[src/rtl/tsel_pkg.sv]
package tsel_pkg;

  localparam int NUM_SRC  = 5;
  localparam int SRC_W    = 4;
  localparam int IDX_W    = 5;
  localparam int CNT_W    = 17;
  localparam int LAST_IDX = 29;

  typedef struct packed {
    logic [SRC_W-1:0] src;
    logic [IDX_W-1:0] idx;
  } ch_cfg_t;

  // Terminal count (divisor - 1) for a divider index.
  function automatic logic [CNT_W-1:0] tsel_term(input logic [IDX_W-1:0] idx);
    logic [CNT_W-1:0] d;
    if (idx < 5'd4)
      d = CNT_W'({idx + 5'd1, 1'b0});
    else if (idx == 5'(LAST_IDX))
      d = CNT_W'(98304);
    else if (idx[0] == 1'b0)
      d = CNT_W'(3) << idx[4:1];
    else
      d = CNT_W'(1) << (idx[4:1] + 4'd2);
    return d - CNT_W'(1);
  endfunction

endpackage

[src/rtl/tsel_cfg_regs.sv]
module tsel_cfg_regs
  import tsel_pkg::*;
#(
  parameter int NUM_CH = 4,
  parameter int ADDR_W = 2
) (
  input  logic                         clk,
  input  logic                         rst_n,
  input  logic                         wr_en,
  input  logic [ADDR_W-1:0]            wr_addr,
  input  logic [31:0]                  wr_data,
  output ch_cfg_t [NUM_CH-1:0]         cfg_o,
  output logic [NUM_SRC:0]             en_o,
  output logic [NUM_CH-1:0]            clr_o
);

  localparam int NUM_PAIRS = NUM_CH / 2;

  ch_cfg_t [NUM_CH-1:0] cfg_q, cfg_d;
  logic [NUM_SRC:0]     en_q, en_d;

  always_comb begin
    cfg_d = cfg_q;
    en_d  = en_q;
    clr_o = '0;
    for (int p = 0; p < NUM_PAIRS; p++) begin
      if (wr_en && (wr_addr == ADDR_W'(p))) begin
        cfg_d[2*p].src   = wr_data[11:8];
        cfg_d[2*p].idx   = wr_data[4:0];
        cfg_d[2*p+1].src = wr_data[27:24];
        cfg_d[2*p+1].idx = wr_data[20:16];
        clr_o[2*p]       = 1'b1;
        clr_o[2*p+1]     = 1'b1;
      end
    end
    if (wr_en && (wr_addr == ADDR_W'(NUM_PAIRS)))
      en_d = wr_data[NUM_SRC:0];
  end

  always_ff @(posedge clk or negedge rst_n) begin
    if (!rst_n) begin
      cfg_q <= '0;
      en_q  <= '0;
    end else begin
      cfg_q <= cfg_d;
      en_q  <= en_d;
    end
  end

  assign cfg_o = cfg_q;
  assign en_o  = en_q;

  // a write to a pair word lands in both of its channel fields
  p_pair_write_r1: assert property (@(posedge clk) disable iff (!rst_n)
    (wr_en && wr_addr == '0) |=> (cfg_q[0].idx == $past(wr_data[4:0]) &&
                                  cfg_q[1].src == $past(wr_data[27:24])));

endmodule

[src/rtl/tsel_src_mux.sv]
module tsel_src_mux
  import tsel_pkg::*;
#(
  parameter int NUM_WS = 8
) (
  input  ch_cfg_t             cfg_i,
  input  logic [NUM_SRC:0]    en_i,
  input  logic [NUM_SRC-1:0]  src_tick_i,
  input  logic [NUM_WS-1:0]   ws_tick_i,
  output logic                tick_o,
  output logic                div_mode_o,
  output logic                pass_mode_o
);

  logic idx_ok;
  assign idx_ok = (cfg_i.idx <= 5'(LAST_IDX));

  always_comb begin
    tick_o      = 1'b0;
    div_mode_o  = 1'b0;
    pass_mode_o = 1'b0;
    for (int s = 0; s < NUM_SRC; s++) begin
      if (cfg_i.src == SRC_W'(s)) begin
        tick_o     = src_tick_i[s];
        div_mode_o = en_i[s+1] && idx_ok;
      end
    end
    for (int n = 0; n < NUM_WS; n++) begin
      if (cfg_i.src == SRC_W'(6 + n)) begin
        tick_o      = ws_tick_i[n];
        pass_mode_o = 1'b1;
      end
    end
  end

  // the two modes never overlap
  p_mode_excl_r7: assert final (!(div_mode_o && pass_mode_o));

endmodule

[src/rtl/tsel_ch_div.sv]
module tsel_ch_div
  import tsel_pkg::*;
(
  input  logic              clk,
  input  logic              rst_n,
  input  logic              clr_i,
  input  logic              div_mode_i,
  input  logic              pass_mode_i,
  input  logic              tick_i,
  input  logic [IDX_W-1:0]  idx_i,
  output logic              pulse_o
);

  logic [CNT_W-1:0] term;
  logic [CNT_W-1:0] cnt_q, cnt_d;
  logic             pls_q, pls_d;
  logic             cnt_en;

  assign term   = tsel_term(idx_i);
  assign cnt_en = div_mode_i && tick_i;

  always_comb begin
    cnt_d = cnt_q;
    pls_d = 1'b0;
    if (clr_i) begin
      cnt_d = '0;
    end else if (div_mode_i) begin
      if (cnt_en) begin
        if (cnt_q == term) begin
          cnt_d = '0;
          pls_d = 1'b1;
        end else begin
          cnt_d = cnt_q + CNT_W'(1);
        end
      end
    end else begin
      cnt_d = '0;
      pls_d = pass_mode_i && tick_i;
    end
  end

  always_ff @(posedge clk or negedge rst_n) begin
    if (!rst_n) begin
      cnt_q <= '0;
      pls_q <= 1'b0;
    end else begin
      cnt_q <= cnt_d;
      pls_q <= pls_d;
    end
  end

  assign pulse_o = pls_q;

  // the count never passes the selected terminal value
  p_cnt_range_r4: assert property (@(posedge clk) disable iff (!rst_n)
    div_mode_i |-> (cnt_q <= term));

  // every pulse follows an event seen one cycle earlier
  p_pulse_tick_r8: assert property (@(posedge clk) disable iff (!rst_n)
    pls_q |-> $past(tick_i));

  // a divider pulse leaves the count at zero
  p_wrap_r8: assert property (@(posedge clk) disable iff (!rst_n)
    (pls_q && $past(div_mode_i)) |-> (cnt_q == '0));

  // a configuration write clears the channel
  p_clear_r9: assert property (@(posedge clk) disable iff (!rst_n)
    clr_i |=> (cnt_q == '0 && !pls_q));

endmodule

[src/rtl/tsel_timing_divider.sv]
module tsel_timing_divider
  import tsel_pkg::*;
#(
  parameter int NUM_CH = 4,
  parameter int NUM_WS = 8,
  localparam int ADDR_W = $clog2(NUM_CH / 2 + 1)
) (
  input  logic                clk,
  input  logic                rst_n,
  input  logic                wr_en,
  input  logic [ADDR_W-1:0]   wr_addr,
  input  logic [31:0]         wr_data,
  input  logic [NUM_SRC-1:0]  src_tick,
  input  logic [NUM_WS-1:0]   ws_tick,
  output logic [NUM_CH-1:0]   tick_out
);

  logic [1:0] rst_sync_q;
  logic       rst_int_n;

  always_ff @(posedge clk or negedge rst_n) begin
    if (!rst_n) rst_sync_q <= 2'b00;
    else        rst_sync_q <= {rst_sync_q[0], 1'b1};
  end
  assign rst_int_n = rst_sync_q[1];

  ch_cfg_t [NUM_CH-1:0] cfg;
  logic [NUM_SRC:0]     en;
  logic [NUM_CH-1:0]    clr;
  logic [NUM_CH-1:0]    ch_tick, ch_div, ch_pass;

  tsel_cfg_regs #(.NUM_CH(NUM_CH), .ADDR_W(ADDR_W)) u_regs (
    .clk     (clk),
    .rst_n   (rst_int_n),
    .wr_en   (wr_en),
    .wr_addr (wr_addr),
    .wr_data (wr_data),
    .cfg_o   (cfg),
    .en_o    (en),
    .clr_o   (clr)
  );

  for (genvar c = 0; c < NUM_CH; c++) begin : g_ch
    tsel_src_mux #(.NUM_WS(NUM_WS)) u_mux (
      .cfg_i       (cfg[c]),
      .en_i        (en),
      .src_tick_i  (src_tick),
      .ws_tick_i   (ws_tick),
      .tick_o      (ch_tick[c]),
      .div_mode_o  (ch_div[c]),
      .pass_mode_o (ch_pass[c])
    );
    tsel_ch_div u_div (
      .clk         (clk),
      .rst_n       (rst_int_n),
      .clr_i       (clr[c]),
      .div_mode_i  (ch_div[c]),
      .pass_mode_i (ch_pass[c]),
      .tick_i      (ch_tick[c]),
      .idx_i       (cfg[c].idx),
      .pulse_o     (tick_out[c])
    );

    // an idle channel (no valid mode) is silent one cycle later
    p_idle_low_r5: assert property (@(posedge clk) disable iff (!rst_int_n)
      (!ch_div[c] && !ch_pass[c]) |=> !tick_out[c]);
  end

  // reset holds every output low
  p_reset_low_r10: assert property (@(posedge clk)
    !rst_int_n |-> (tick_out == '0));

endmodule

[config.mk]
export PLATFORM = sky130hd
export DESIGN_NAME = tsel_timing_divider
export DESIGN_NICKNAME = d
export VERILOG_FILES = /design/src/rtl/tsel_pkg.sv /design/src/rtl/tsel_cfg_regs.sv /design/src/rtl/tsel_src_mux.sv /design/src/rtl/tsel_ch_div.sv /design/src/rtl/tsel_timing_divider.sv
export SDC_FILE = /design/constraint.sdc
export NUM_CORES = 1
export LEC_CHECK = 0
export CORE_ASPECT_RATIO = 1.5
export CORE_MARGIN = 8
export CORE_UTILIZATION = 50
export DETAILED_ROUTE_END_ITERATION = 10
export PLACE_DENSITY_LB_ADDON = 0.05
export SLEW_MARGIN = 0
export SYNTH_ARGS = -nofsm -noshare
export SYNTH_HDL_FRONTEND = slang
export SYNTH_HIERARCHICAL = 1
export SYNTH_SLANG_ARGS = --single-unit
[constraint.sdc]
create_clock -name clk -period 10.3 [get_ports clk]
set_input_delay 2.575 -clock clk [delete_from_list [all_inputs] [get_ports clk]]
set_output_delay 2.575 -clock clk [all_outputs]
set_load 0.01 [all_outputs]
==> impl_metrics.yaml <==
run_status:
  outcome: "complete, no violations"
detailed_routing:
  routed_wirelength_um: 35200
  wl_per_cell_um: 19.2
  drc: 0
  postRouteAntennaNets: 0
  ratio_of_routed_vias_to_standard_cells: 6.41
  initial_detailed_routing_violation_count: 611
  first_pass_iters: 5
  route.vias.total: 11715
logic_synthesis:
  syn-mean-instance-area_um2: 8.38
  mappedNetlistNets: 1637
  ys_warn_count: 6
  syn-instance-count: 1535
  syn_area_mm2: 0.0129
setup_path:
  critPathCaptureType: "flop"
  reg2reg_slack_ns: 5.09
  reg_to_reg_start: "u_regs/cfg_o[3]"
  crit_fanout: 23
  timing.critical_path.arrival_ns: 5.53
  worst_setup_path_start_kind: "flop"
  setup.worst_path.class: "flop to flop"
  required_time_at_the_endpoint_of_the_critical_path_ns: 10.62
  crit_path_cell_trace: "inv_1, ha_1, and3b_1, a32o_1, nand2_1, ha_1, nand4_2, or3_1, a32o_1, or4_4, o31ai_4, nor3_1, a211o_1"
  critPathMaxStageDelay_ns: 0.74
  rr_endpoint: "g_ch[0].u_div/cnt_q[16]"
  crit_buf_inv: 1
  critical_path.slowest_cell: "o31ai_4"
  critPathTopFamily: "simple AND/OR/NAND/NOR gates"
  r2r.worst_path.cells: 13
timing:
  hold_violations: 0
  maxSlewViolCount: 0
  rsz0062_at_grt: "false"
  finalCritPeriodShare_pct: 50.6
  clock_skew_ns: 0.0101
  achievable-frequency_mhz: 192
  timing_worst_slew_pin_value_ns: 1.04
  setup_viol: 0
  slew-limit-headroom_pct: 30.4
  final_critical_path_time_including_i_o_delays_and_setup_ns: 5.21
  finalWorstSetupSlack_ns: 5.09
  summed_negative_setup_slack_over_all_endpoints_ns: 0
hold_path:
  timing.hold.worst_path_depth: 0
  start_point_of_the_worst_min_delay_path: "rst_sync_q[0]"
  whs_endpoint: "rst_sync_q[1]"
  hold_class: "flop to flop"
clocking:
  clk_path_buf_depth: 2
  cts.reportedPaths.clkPinSlew_ns: 0.06
  worst_skew_pair.late_latency_ns: 0.43
  postCtsResizedCells: 0
  cts_tree: "built"
  post_cts.repair.setup_buffers: 0
  clockRootBuffer: "clkbuf_16"
  cts_num_sinks: 115
  tritoncts.num_buffers: 17
  post_cts_hold_buffer_count: 0
  cts_htree_levels: 4
place:
  io_buffers: 40
  dpl_worst_slack_ns: 5.08
  place.gp.congestion: 0.897
  post-dp-hpwl_um: 26200
  placed_cell_area_mm2: 0.0131
floorplanning:
  initial_util_pct: 50.3
  design.die.area_mm2: 0.0312
  floorplan.core_area_mm2: 0.0256
  floorplan.io_pins: 54
  rows: 72
  die_w_um: 147
  die_y_um: 212
final_layout:
  layout.cell_area.non_filler_mm2: 0.0136
  fillers: 2484
  drive_above_1_share_pct: 10.7
  multi_input_area_mm2: 0.00920
  finalNetCount: 1587
  syn_to_final_growth_pct: 6.00
  diodes: 0
  layout.core_utilization_pct: 53.3
  register_area_mm2: 0.00288
power_and_ir_drop:
  combinationalPowerShare_pct: 52.0
  power.density_mw_per_mm2: 181
  cellLeakagePower_uw: 0.00575
  sw_ratio_pct: 43.0
  clock_power_share_pct: 23.4
  vdd_drop_max_v: 0.000102
  intPower_uw: 1410
  sequentialPowerShare_pct: 24.5
  switchingPower_uw: 1060
grt:
  wire_length_of_the_first_global_routing_pass_um: 57900
  grt_use_total_pct: 22.6
  antenna_violations_before_repair: 0
  grt_overflow: 0
  vias_in_the_first_global_route: 11248
  grt_start_max_net_pins: 67
run:
  drv.max_cap_violation_count: 0
per-stage QoR:
step	cells	total power (uW)	hold WS (ns)
after floorplan	1535	1640	0.331
after global placement	1799	1870	0.340
after detailed placement	1799	1880	0.343
after CTS	1828	2470	0.347
after global routing	1828	2640	0.363
final	1828	2470	0.345
registers in the layout, indices dropped and copies added, names as in the netlist:
name and flops:
u_regs/cfg_o 36, g_ch.u_div/pulse_o 4, u_regs/en_o 5, rst_sync_q 2
g_ch.u_div/cnt_q 68
layout by cell type, fill, tap and decap left out, types with 28 or more instances in the layout:
| cell type | instances |
|---|---|
| nor3_1 | 42 |
| and3_1 | 44 |
| xnor2_1 | 48 |
| dfrtp_1 | 114 |
| mux2_2 | 36 |
| nand2_1 | 172 |
| ha_1 | 52 |
| xor2_1 | 28 |
| or3_1 | 44 |
| clkdlybuf4s50_1 | 40 |
| o21ai_0 | 76 |
| a21o_1 | 60 |
| inv_1 | 37 |
| nand3_1 | 80 |
| nor2_1 | 48 |
| a21oi_1 | 52 |
layer usage:
| metal | global-route usage [%] | wire length [um] | up-vias |
|---|---|---|---|
| li1 | - | - | 5675 |
| met1 | 26.9 | 15200 | 5675 |
| met2 | 38.8 | 17300 | 268 |
| met3 | 3.19 | 1080 | 97 |
| met4 | 12.2 | 1570 | 0 |
| met5 | 0 | 0 | - |
layout make-up:
class	instances	share of cell area, %
flip-flops and latches	115	21.1
well taps	333	3.06
multi-input cells	1269	67.5
clock buffers	23	3.51
repair buffers	45	3.21
clock inverters	6	0.587
inverters	37	1.02
worst reg2reg max path, stage by stage (launching register included):
cell and delay, ns:
dfrtp_1 0.69, inv_1 0.20, ha_1 0.55, and3b_1 0.26
a32o_1 0.27, nand2_1 0.12, ha_1 0.25, nand4_2 0.32
or3_1 0.47, a32o_1 0.26, or4_4 0.56, o31ai_4 0.74
nor3_1 0.13, a211o_1 0.30
power groups by stage:
stage | Clock (uW) | Sequential [uW] | Combinational (uW)
after detailed placement | 0 | 613 | 1270
after CTS | 594 | 606 | 1270
final | 578 | 606 | 1280
after global placement | 0 | 612 | 1260
after floorplan | 0 | 541 | 1100
after global routing | 612 | 621 | 1410
how the worst max path moves through the flow:
stage                    start                      end  slack, ns  cells after the start
6_report       u_regs/cfg_o[3]  g_ch[0].u_div/cnt_q[16]       5.09                     13
2_1_floorplan      src_tick[3]   g_ch[1].u_div/cnt_q[8]       5.99                      7
3_5_place_dp       src_tick[3]   g_ch[1].u_div/cnt_q[4]       5.08                      7
4_1_cts        u_regs/cfg_o[3]  g_ch[0].u_div/cnt_q[16]       5.10                     13
3_3_place_gp       src_tick[0]   g_ch[0].u_div/cnt_q[4]       5.06                      7
5_1_grt        u_regs/cfg_o[3]  g_ch[0].u_div/cnt_q[16]       4.70                     12
No activity file was read; power rests on OpenSTA's default activity.
